===== src/rtl/sertx_pkg.sv =====
package sertx_pkg;
    localparam int DATA_W = 8;
    localparam int SEL_W  = 4;
    localparam int CNT_W  = $clog2(DATA_W);

    typedef struct packed {
        logic [DATA_W-1:0] shreg;
        logic [DATA_W-1:0] hold;
        logic [CNT_W-1:0]  bitcnt;
        logic              busy;
        logic              hold_full;
        logic              empty;
        logic              txm;
        logic              sda;
    } shift_st_t;

    typedef struct packed {
        logic [SEL_W-1:0] cnt;
        logic             sclk;
    } mclk_st_t;
endpackage


===== src/rtl/sertx_mclk.sv =====
module sertx_mclk
    import sertx_pkg::*;
(
    input  logic             clk,
    input  logic             rst_n,
    input  logic             run_i,
    input  logic [SEL_W-1:0] sel_i,
    input  logic             busy_i,
    output logic             sclk_o,
    output logic             fall_o,
    output logic             rise_o
);
    mclk_st_t st_q, st_d;
    logic     tick;

    always_comb begin
        st_d = st_q;
        tick = 1'b0;
        if (!run_i) begin
            st_d.cnt  = '0;
            st_d.sclk = 1'b1;
        end else if (st_q.cnt == sel_i) begin
            tick      = 1'b1;
            st_d.cnt  = '0;
            st_d.sclk = ~st_q.sclk;
        end else begin
            st_d.cnt = st_q.cnt + 1'b1;
        end
    end

    always_ff @(posedge clk or negedge rst_n) begin
        if (!rst_n) begin
            st_q.cnt  <= '0;
            st_q.sclk <= 1'b1;
        end else begin
            st_q <= st_d;
        end
    end

    assign sclk_o = st_q.sclk;
    assign fall_o = tick & st_q.sclk;
    assign rise_o = tick & ~st_q.sclk;


    sclk_idle_high_chk: assert property (@(posedge clk) disable iff (!rst_n)
        !busy_i |-> st_q.sclk);
endmodule


===== src/rtl/sertx_sync.sv =====
module sertx_sync #(
    parameter int STAGES = 2
) (
    input  logic clk,
    input  logic rst_n,
    input  logic en_i,
    input  logic pin_i,
    output logic fall_o,
    output logic rise_o
);
    localparam int CHAIN_W = STAGES + 1;

    logic [CHAIN_W-1:0] chain_q, chain_d;

    always_comb begin
        if (!en_i) chain_d = '1;
        else       chain_d = {chain_q[CHAIN_W-2:0], pin_i};
    end

    always_ff @(posedge clk or negedge rst_n) begin
        if (!rst_n) chain_q <= '1;
        else        chain_q <= chain_d;
    end

    assign fall_o = en_i &  chain_q[CHAIN_W-1] & ~chain_q[CHAIN_W-2];
    assign rise_o = en_i & ~chain_q[CHAIN_W-1] &  chain_q[CHAIN_W-2];


    sync_edge_excl_chk: assert property (@(posedge clk) disable iff (!rst_n)
        !(fall_o && rise_o));
endmodule


===== src/rtl/sertx_shifter.sv =====
module sertx_shifter
    import sertx_pkg::*;
(
    input  logic              clk,
    input  logic              rst_n,
    input  logic              enable_i,
    input  logic              tx_mode_i,
    input  logic              wr_i,
    input  logic [DATA_W-1:0] wdata_i,
    input  logic              fall_i,
    input  logic              rise_i,
    output logic              empty_o,
    output logic              busy_o,
    output logic              sda_o
);
    localparam shift_st_t IDLE = '{shreg: '0, hold: '0, bitcnt: '0, busy: 1'b0,
                                   hold_full: 1'b0, empty: 1'b0, txm: 1'b0, sda: 1'b1};
    localparam logic [CNT_W-1:0] LAST = CNT_W'(DATA_W - 1);

    shift_st_t q, d;
    logic done, accept, tx_rise;

    always_comb begin
        d       = q;
        tx_rise = tx_mode_i & ~q.txm;
        d.txm   = tx_mode_i;
        done    = q.busy & rise_i & (q.bitcnt == LAST);
        accept  = wr_i & q.empty & tx_mode_i;

        if (q.busy && fall_i) d.sda = q.shreg[0];
        if (q.busy && rise_i) begin
            d.shreg  = q.shreg >> 1;
            d.bitcnt = q.bitcnt + 1'b1;
        end
        if (done) begin
            if (q.hold_full) begin
                d.shreg     = q.hold;
                d.bitcnt    = '0;
                d.hold_full = 1'b0;
                d.empty     = 1'b1;
            end else begin
                d.busy = 1'b0;
            end
        end
        if (accept) begin
            if (!q.busy || (done && !q.hold_full)) begin
                d.shreg  = wdata_i;
                d.bitcnt = '0;
                d.busy   = 1'b1;
            end else begin
                d.hold      = wdata_i;
                d.hold_full = 1'b1;
                d.empty     = 1'b0;
            end
        end
        if (tx_rise && !d.hold_full) d.empty = 1'b1;
        if (!tx_mode_i) d.empty = 1'b0;
        if (!enable_i) d = IDLE;
    end

    always_ff @(posedge clk or negedge rst_n) begin
        if (!rst_n) q <= IDLE;
        else        q <= d;
    end

    assign empty_o = q.empty;
    assign busy_o  = q.busy;
    assign sda_o   = q.sda;


    sda_only_on_fall_chk: assert property (@(posedge clk) disable iff (!rst_n)
        (enable_i && !fall_i) |=> $stable(q.sda));

    parked_not_empty_chk: assert property (@(posedge clk) disable iff (!rst_n)
        q.hold_full |-> !q.empty);

    parked_needs_busy_chk: assert property (@(posedge clk) disable iff (!rst_n)
        q.hold_full |-> q.busy);

    mode_entry_empty_chk: assert property (@(posedge clk) disable iff (!rst_n)
        (enable_i && tx_mode_i && !q.txm && !q.hold_full) |=> q.empty);

    disabled_idle_chk: assert property (@(posedge clk) disable iff (!rst_n)
        !enable_i |=> (!q.busy && !q.empty && q.sda));
endmodule


===== src/rtl/sertx_top.sv =====
module sertx_top
    import sertx_pkg::*;
#(
    parameter int SYNC_STAGES = 2
) (
    input  logic              clk,
    input  logic              rst_n,
    input  logic              enable,
    input  logic              master,
    input  logic              tx_mode,
    input  logic [SEL_W-1:0]  clk_sel,
    input  logic              wr_en,
    input  logic [DATA_W-1:0] wr_data,
    output logic              tx_empty,
    output logic              sclk_out,
    output logic              sclk_oe,
    input  logic              sclk_in,
    output logic              sda_out
);
    logic busy, m_fall, m_rise, s_fall, s_rise, fall, rise;
    logic m_run, s_run;

    assign m_run = enable & master & busy;
    assign s_run = enable & ~master;

    sertx_mclk u_mclk (
        .clk(clk), .rst_n(rst_n), .run_i(m_run), .sel_i(clk_sel),
        .busy_i(busy), .sclk_o(sclk_out), .fall_o(m_fall), .rise_o(m_rise)
    );

    sertx_sync #(.STAGES(SYNC_STAGES)) u_sync (
        .clk(clk), .rst_n(rst_n), .en_i(s_run), .pin_i(sclk_in),
        .fall_o(s_fall), .rise_o(s_rise)
    );

    assign fall = master ? m_fall : s_fall;
    assign rise = master ? m_rise : s_rise;

    sertx_shifter u_shift (
        .clk(clk), .rst_n(rst_n), .enable_i(enable), .tx_mode_i(tx_mode),
        .wr_i(wr_en), .wdata_i(wr_data), .fall_i(fall), .rise_i(rise),
        .empty_o(tx_empty), .busy_o(busy), .sda_o(sda_out)
    );

    assign sclk_oe = enable & master;


    slave_clk_quiet_chk: assert property (@(posedge clk) disable iff (!rst_n)
        !master |=> sclk_out);
endmodule


===== config.mk =====
export PLATFORM = sky130hd
export DESIGN_NAME = sertx_top
export DESIGN_NICKNAME = d
export VERILOG_FILES = /design/src/rtl/sertx_pkg.sv /design/src/rtl/sertx_mclk.sv /design/src/rtl/sertx_sync.sv /design/src/rtl/sertx_shifter.sv /design/src/rtl/sertx_top.sv
export SDC_FILE = /design/constraint.sdc
export NUM_CORES = 1
export LEC_CHECK = 0
export BUFFER_PORTS_ARGS = -buffer_cell sky130_fd_sc_hd__buf_2
export CAP_MARGIN = 20
export CORE_MARGIN = 2
export CORE_UTILIZATION = 45
export CTS_CLUSTER_DIAMETER = 40
export DETAILED_ROUTE_END_ITERATION = 8
export PLACE_DENSITY = 0.71
export SLEW_MARGIN = 20
export SYNTH_ARGS = -nofsm -noshare
export SYNTH_HDL_FRONTEND = slang
export SYNTH_HIERARCHICAL = 1
export SYNTH_SLANG_ARGS = --single-unit

===== constraint.sdc =====
create_clock -name clk -period 4 [get_ports clk]
set_clock_uncertainty 0.2 [all_clocks]
set_input_delay 0.8 -clock clk [delete_from_list [all_inputs] [get_ports clk]]
set_output_delay 0.8 -clock clk [all_outputs]
set_load 0.005 [all_outputs]

==> results of run 1 <==
## routing by layer
metal	global-route usage	part of all wire
met3	0.06000	0.069
met5	0	0
met2	0.3076	0.50
met4	0.05357	0.0046
met1	0.2238	0.42
## through the flow
stage / setup WS (ns) / power, mW
4_1_cts: 1.102 / 0.6870
3_5_place_dp: 0.8341 / 0.3795
6_report: 1.059 / 0.6773
3_3_place_gp: 0.8923 / 0.3780
2_1_floorplan: 1.456 / 0.3585
5_1_grt: 0.8223 / 0.7065
## kinds of logic (layout without fill, tap and decap cells)
kind of cell    count (synthesis)  in the layout  synth area share
fa+ha+maj                       3              3           0.02071
compound gates                 45             45            0.1829
mux                             5              5           0.03174
flops                          32             32            0.4451
buf+inv                        15             33           0.07521
simple gates                   61             61            0.2022
xor+xnor                        7              7           0.04210
## final cells by class
type | instances | area, sq um | area share
Sequential cell | 32 | 807.0 | 0.4093
Clock inverter | 2 | 35.03 | 0.01777
Timing Repair Buffer | 23 | 117.6 | 0.05964
Multi-Input combinational cell | 121 | 869.6 | 0.4410
Clock buffer | 6 | 72.57 | 0.03680
Tap cell | 50 | 62.56 | 0.03173
Inverter | 2 | 7.507 | 0.003807
## cells in the mapped netlist, types with 2 or more instances
cell       number
and3b_1         3
buf_4           3
xor2_1          2
ha_1            3
clkbuf_8        4
dfrtp_1        27
nand3_1         5
nand4_1         9
o2111ai_1       7
mux2i_1         2
nand2_1         6
a211oi_1        9
mux2_2          2
o31ai_1         8
o41ai_1         7
nand2b_1        4
a21oi_1        10
dfstp_2         5
nor3_1          3
xnor2_2         2
and3_2          4
nor2_1         10
xnor2_1         3
buf_6           2
and3_1          8
## flip-flops by register name, indices dropped and copies added (netlist names)
name             flops
u_shift/q           21
u_mclk/st_q          4
u_sync/chain_q       3
u_mclk/sclk_o        1
u_shift/busy_o       1
u_shift/empty_o      1
u_shift/sda_o        1
## power breakdown
group	leakage [nW]	internal, mW	switching (mW)
sequential	0.427	0.328	0.00214
clock	0.0552	0.185	0.119
combinational	0.430	0.0154	0.0279
total	0.912	0.528	0.149
## worst max path at each step
stage                     slack [ns]             to       start
after detailed placement        0.83  u_shift/q[19]  clk_sel[3]
after CTS                       1.10  u_shift/q[19]  clk_sel[3]
after global routing            0.82  u_shift/q[16]  clk_sel[3]
final                           1.06  u_shift/q[19]  clk_sel[3]
after floorplan                 1.46  u_shift/q[17]  clk_sel[2]
after global placement          0.89  u_shift/q[19]  clk_sel[2]
## worst max-delay path, cell delays in order
cell	delay [ns]
buf_2	0.10
xnor2_1	0.18
nand4_2	0.20
nor3b_1	0.21
mux2_2	0.29
nand3b_1	0.40
a21oi_2	0.53
o41ai_1	0.16
==> impl_metrics.toml, run 1 <==
[finish]
final_cell_mix = "dfrtp_1 (27), buf_2 (22), nor2_1 (10), a21oi_1 (10)"
postLayoutCellArea_sq_mm = 0.001972
syn_to_final_growth_pct = 8.765
utilization = 0.5002
antennaDiodeCount = 0
layoutNonFillerInstCount = 236
num-nets-final = 207
final_common_cell = "dfrtp_1"
fillCellCount = 365
drive_above_1_share = 0.2688

[routing]
ant_nets = 0
via_count = 1422
drt_iter0_markers = 91
via_per_inst = 6.025
wire_per_inst_microns = 15.70
wl_microns = 3705
drc = 0
firstDrtPassIters = 4

[timing]
rsz0062_at_grt = "false"
period_share = 0.7354
timing.hold.ws_ns = 0.3017
hold_viol_final = 0
fmax_ghz = 0.3400
slew_headroom = 0.5345
fin_setup_tns_ns = 0
fin_crit_ns = 2.941
tightestPinTransition_ns = 0.6983
slew_violations = 0
finalSetupViolCount = 0

[placed_design]
placed_cell_area_sq_mm = 0.001864
post-place-cells = 228
place_congestion = 0.8690
dp_hpwl_microns = 2577
io_buffers = 22

[logic_synthesis]
synth_area_sq_mm = 0.001813
synth_cell_types = 45
postSynthCellCount = 168
yosysTopAreaCellShare = 0.3727
synthTopCellsByArea = "dfrtp_1 (37%), dfstp_2 (7.2%), a211oi_1 (3.7%), o2111ai_1 (3.4%), o41ai_1 (3.4%)"
yosysWarnings = 6
ys_seq_elements = 32
async_flop_share = 1.000
synth.avg_cell_area_sq_um = 10.79
synthFlopType = "dfrtp_1"
synth_nets = 190
synth_top_cell_by_area = "dfrtp_1"
synth_edf_count = 0
seq_area_frac_synth = 0.4451

[hold_path]
hold_class = "reg -> reg"
hold_start = "u_shift/sda_o"
holdPathStages = 2
hold_end = "u_shift/sda_o"

[clock_network]
cts_tree = "built"
postCtsHoldBufs = 0
htree_levels = 2
cts_buffer_depth = 2
root_buffer = "clkbuf_8"
clock_latency_ns = 0.28
path_clk_slew_ns = 0.06
cts.sinks = 32
post_cts_resized = 0
cts_setup_buffers = 0
cts_made_buffers = 5

[floorplanning]
core-area_sq_mm = 0.003943
io-pin-count = 23
dieArea_sq_mm = 0.004553
row_count = 23
start_util = 0.4599
die_w_microns = 67.48
die_h_microns = 67.48

[power]
power.density_mw_per_mm2 = 343.5
power_leakage_nw = 0.9118
ir_drop_uv = 158.9

[grt]
grt_use_total = 0.1833
grt_pass1_vias = 1362
overflow = 0
grt_antenna_before_repair = 0
grt_pass1_wl_microns = 6175
grt_start_max_net_pins = 33

[worst_setup_path]
regToRegStartpoint = "u_shift/busy_o"
worst_setup_path_end_kind = "register"
worstPathRequired_ns = 3.94
crit_arrival_ns = 2.89
r2r_cells = 7
cp-start-kind = "input pin"
reg2reg_to = "u_shift/q[19]"
path_max_fanout = 13
crit_type = "in -> reg"
rrSetupSlack_ns = 1.23

[job]
maxCapViolations = 0

[status]
status = "completed"
Power figures use the tool's default switching activity.
==> inputs of run 2 (changes only) <==
--- a/config.mk
+++ b/config.mk
@@ -11,7 +11,7 @@
 export CORE_UTILIZATION = 45
 export CTS_CLUSTER_DIAMETER = 40
 export DETAILED_ROUTE_END_ITERATION = 8
-export PLACE_DENSITY = 0.71
+export PLACE_DENSITY = 0.73
 export SLEW_MARGIN = 20
 export SYNTH_ARGS = -nofsm -noshare
 export SYNTH_HDL_FRONTEND = slang
==> constraint.sdc (replaced) <==
create_clock -name clk -period 2.5 [get_ports clk]
set_clock_uncertainty 0.2 [all_clocks]
set_input_delay 0.5 -clock clk [delete_from_list [all_inputs] [get_ports clk]]
set_output_delay 0.5 -clock clk [all_outputs]
set_load 0.005 [all_outputs]
==> run 2 against run 1 <==
  * Critical path depth down 1
  * Total power up 50%
  * Non-clock buffer count up 13
  * Register-to-register slack worse by 1.0 ns
  * Worst setup slack worse by 0.83 ns
  * Critical path type is now reg -> reg
  * Critical endpoint is now u_shift/q[22]
  * Highest routed layer unchanged
==> impl_metrics.toml, run 2 (synthesis results as in run 1) <==
[routing]
m1WireLength_microns = 1761
wire_per_inst_microns = 15.72
drc = 0
drt_iter0_markers = 63
ant_nets = 0
via_per_inst = 5.859
firstDrtPassIters = 4
via_count = 1459
wl_microns = 3915
topRoutingLayerUsed = "met4"
wl_met3_microns = 181
met2_length_microns = 1893

[clock_network]
cts.sinks = 32
root_buffer = "clkbuf_8"
cts_tree = "built"
cts_setup_buffers = 0
htree_levels = 2
post_cts_resized = 0
cts_made_buffers = 5
clock_latency_ns = 0.29
path_clk_slew_ns = 0.07
postCtsHoldBufs = 0
cts_buffer_depth = 2

[timing]
hold_viol_final = 0
fmax_ghz = 0.4403
slew_headroom = 0.5241
period_share = 0.9085
rsz0062_at_grt = "false"
fin_crit_ns = 2.271
timing.hold.ws_ns = 0.05881
slew_violations = 0
fin_setup_tns_ns = 0
finalSetupViolCount = 0
tightestPinTransition_ns = 0.7138
setup_slack_ns = 0.2287

[worst_setup_path]
crit_arrival_ns = 2.24
cp-start-kind = "register"
worst_setup_path_end_kind = "register"
path_max_fanout = 9
crit_type = "reg -> reg"
critical-path-top-delay-family = "simple AND/OR/NAND/NOR gates"
rrSetupSlack_ns = 0.23
slowest_delay_ns = 0.42
crit_path_cell_trace = "xnor2_1 > nand4_2 > nor3b_1 > mux2_2 > and4_1 > a211oi_1 > o41ai_1"
crit_start = "u_mclk/st_q[3]"
r2r_cells = 7
reg2reg_to = "u_shift/q[22]"
crit_buf_inv = 0
cp-endpoint = "u_shift/q[22]"
regToRegStartpoint = "u_mclk/st_q[3]"
cp.depth = 7
worstPathRequired_ns = 2.46
slowest_stage = "dfrtp_1"

[job]
maxCapViolations = 0

[floorplanning]
core-area_sq_mm = 0.003943
io-pin-count = 23
dieArea_sq_mm = 0.004553
start_util = 0.4599
die_w_microns = 67.48
die_h_microns = 67.48
row_count = 23

[finish]
top_register = "u_shift/q"
utilization = 0.5243
antennaDiodeCount = 0
drive_above_1_share = 0.3216
final_common_cell = "dfrtp_1"
num-nets-final = 220
reg.largest.list = "u_shift/q x21, u_mclk/st_q x4, u_sync/chain_q x3"
largest_reg_flops = 21
syn_to_final_growth_pct = 14.01
final_cell_mix = "dfrtp_1 (27), buf_2 (22), buf_4 (13)"

[grt]
overflow = 0
grt_start_max_net_pins = 33
grt_use_total = 0.1999
grt_pass1_vias = 1430
grt_pass1_wl_microns = 6610
grt_antenna_before_repair = 0

[power]
design_power_total_mw = 1.016
ir_drop_uv = 325.4
power.density_mw_per_mm2 = 491.5
power_leakage_nw = 0.9742

[placed_design]
dp_slack_ns = 0.04691
dp_hpwl_microns = 2647
io_buffers = 22
place_congestion = 0.7579

[status]
status = "completed"

[hold_path]
hold_class = "in -> async"
-- run 2: worst register-to-register path, stage by stage (launching register included) --
cell and delay [ns]:
dfrtp_1 0.42, xnor2_1 0.18, nand4_2 0.14, nor3b_1 0.18, mux2_2 0.24, and4_1 0.40, a211oi_1 0.10, o41ai_1 0.30
-- run 2: worst min path at each step --
stage | to | start | cells past startpoint
2_1_floorplan | u_mclk/st_q[1] | rst_n | 0
3_3_place_gp | u_shift/sda_o | u_shift/sda_o | 2
3_5_place_dp | u_sync/chain_q[1] | u_sync/chain_q[0] | 1
4_1_cts | u_shift/q[12] | rst_n | 1
5_1_grt | u_shift/q[7] | rst_n | 1
6_report | u_mclk/st_q[4] | rst_n | 1
-- run 2: final cells by class --
class                           count  area, sq um
Fill cell                         381         1876
Tap cell                           50        62.56
Inverter                            2        7.507
Timing Repair Buffer               36        227.7
Sequential cell                    32        807.0
Clock inverter                      2        10.01
Clock buffer                        6        82.58
Multi-Input combinational cell    121        869.6
-- run 2: stage by stage --
step,instances,area [sq um]
after floorplan,168,1813
final,249,2067
after CTS,249,2067
after global routing,249,2067
after global placement,241,1974
after detailed placement,241,1974
-- run 2: report_power, final --
part	internal [mW]	switching [mW]
registers	0.525	0.00340
clock network	0.219	0.192
logic	0.0298	0.0459
-- run 2: per-layer routing --
layer / vias to the layer above / global-route usage
met5: - / 0
met4: 0 / 0.09439
met3: 5 / 0.04500
met2: 38 / 0.3297
met1: 710 / 0.2468
li1: 706 / -
==> inputs of run 3 (changes only) <==
--- a/config.mk
+++ b/config.mk
@@ -8,10 +8,11 @@
 export BUFFER_PORTS_ARGS = -buffer_cell sky130_fd_sc_hd__buf_2
 export CAP_MARGIN = 20
 export CORE_MARGIN = 2
-export CORE_UTILIZATION = 45
+export CORE_UTILIZATION = 30
 export CTS_CLUSTER_DIAMETER = 40
 export DETAILED_ROUTE_END_ITERATION = 8
-export PLACE_DENSITY = 0.73
+export MAX_ROUTING_LAYER = met4
+export PLACE_DENSITY = 0.55
 export SLEW_MARGIN = 20
 export SYNTH_ARGS = -nofsm -noshare
 export SYNTH_HDL_FRONTEND = slang
==> run 3 against run 2 <==
  * Sequential power barely moved
  * First-iteration DRC count increased by 41%
  * Non-clock buffer count is 2 higher
  * Final cell count up 11%
==> impl_metrics.toml, run 3 (synthesis results as in run 1) <==
[routing]
wire_per_inst_microns = 14.60
via_per_inst = 5.275
drt_iter0_markers = 89
wl_microns = 4030
via_count = 1456
firstDrtPassIters = 4
drc = 0
ant_nets = 0

[status]
status = "completed"

[floorplanning]
dieArea_sq_mm = 0.006681
core-area_sq_mm = 0.005886
die_w_microns = 81.74
die_h_microns = 81.74
row_count = 28
io-pin-count = 23
start_util = 0.3080

[worst_setup_path]
worst_setup_path_end_kind = "register"
crit_type = "reg -> reg"
crit_path_cell_trace = "xnor2_1 > nand4_2 > nor3b_1 > mux2_2 > and4_2 > a211oi_1 > o41ai_1"
crit_arrival_ns = 2.20
worstPathRequired_ns = 2.46
cp-start-kind = "register"
slowest_stage = "dfrtp_1"
r2r_cells = 7
regToRegStartpoint = "u_mclk/st_q[3]"
reg2reg_to = "u_shift/q[19]"
path_max_fanout = 9
rrSetupSlack_ns = 0.27
slowest_delay_ns = 0.41

[clock_network]
htree_levels = 2
cts_setup_buffers = 0
cts_tree = "built"
path_clk_slew_ns = 0.07
cts_buffer_depth = 2
postCtsHoldBufs = 0
cts_made_buffers = 5
clock_latency_ns = 0.28
cts.sinks = 32
root_buffer = "clkbuf_8"
post_cts_resized = 0

[hold_path]
hold_class = "in -> async"

[placed_design]
dp_slack_ns = -0.02771
placed_cell_area_sq_mm = 0.002021
place_congestion = 0.8132
dp_hpwl_microns = 2759
post-place-cells = 268
io_buffers = 22

[power]
power.density_mw_per_mm2 = 490.3
design_power_total_mw = 1.041
power_leakage_nw = 0.9831
ir_drop_uv = 285.4

[finish]
final_cell_mix = "dfrtp_1 (27), buf_2 (22), buf_4 (15)"
final_common_cell = "dfrtp_1"
num-nets-final = 222
antennaDiodeCount = 0
drive_above_1_share = 0.3284
reg.largest.list = "u_shift/q x21, u_mclk/st_q x4, u_sync/chain_q x3"
utilization = 0.3605
layoutNonFillerInstCount = 276
syn_to_final_growth_pct = 17.05
postLayoutCellArea_sq_mm = 0.002122
top_register = "u_shift/q"
largest_reg_flops = 21

[grt]
grt_start_max_net_pins = 33
grt_pass1_wl_microns = 6837
overflow = 0
grt_use_total = 0.1378
grt_antenna_before_repair = 0
grt_pass1_vias = 1458

[timing]
period_share = 0.8931
rsz0062_at_grt = "false"
slew_violations = 0
finalSetupViolCount = 0
tightestPinTransition_ns = 0.7155
hold_viol_final = 0
fmax_ghz = 0.4479
setup_slack_ns = 0.2672
timing.hold.ws_ns = 0.06573
fin_crit_ns = 2.233
slew_headroom = 0.5230
fin_setup_tns_ns = 0

[job]
maxCapViolations = 0
## run 3: cell types whose count changed in the layout (fill, tap and decap cells not counted), sizes merged
| cell | delta |
|---|---|
| clkinv | -2 |
| buf | +2 |
| clkbuf | +2 |
## run 3: worst max path at each step
| stage | start | cells after the start | to |
|---|---|---|---|
| floorplan | clk_sel[2] | 9 | u_shift/q[17] |
| global placement | clk_sel[2] | 8 | u_shift/q[16] |
| detailed placement | clk_sel[2] | 8 | u_shift/q[19] |
| CTS | u_mclk/st_q[3] | 7 | u_shift/q[19] |
| global route | u_mclk/st_q[3] | 8 | u_shift/q[5] |
| finish | u_mclk/st_q[3] | 7 | u_shift/q[19] |
## run 3: critical path: cells and delay by family (launching register included)
family | cells | cell delay, ns
muxes | 1 | 0.25
xor gates and xnor gates | 1 | 0.18
DFF | 1 | 0.41
and+or+nand+nor | 3 | 0.72
AOI/OAI and AO/OA | 2 | 0.36
## run 3: report_power, final
| part | total (mW) | switching, mW | internal, mW |
|---|---|---|---|
| clock | 0.435 | 0.184 | 0.251 |
| combinational | 0.0768 | 0.0470 | 0.0298 |
| sequential | 0.529 | 0.00351 | 0.525 |
## run 3: metal layers
layer | vias to the layer above | track usage | part of all wire
met5 | - | - | 0
met4 | 0 | 0.05667 | 0.023
met3 | 10 | 0.03077 | 0.056
met2 | 44 | 0.2041 | 0.45
met1 | 689 | 0.1820 | 0.47
li1 | 713 | - | -
## run 3: cell type report
type / count / area (sq um)
well taps: 75 / 93.84
repair buffers: 38 / 242.7
flip-flops and latches: 32 / 807.0
clock buffers: 8 / 100.1
fillers: 622 / 3764
multi-input cells: 121 / 870.8
inverters: 2 / 7.507
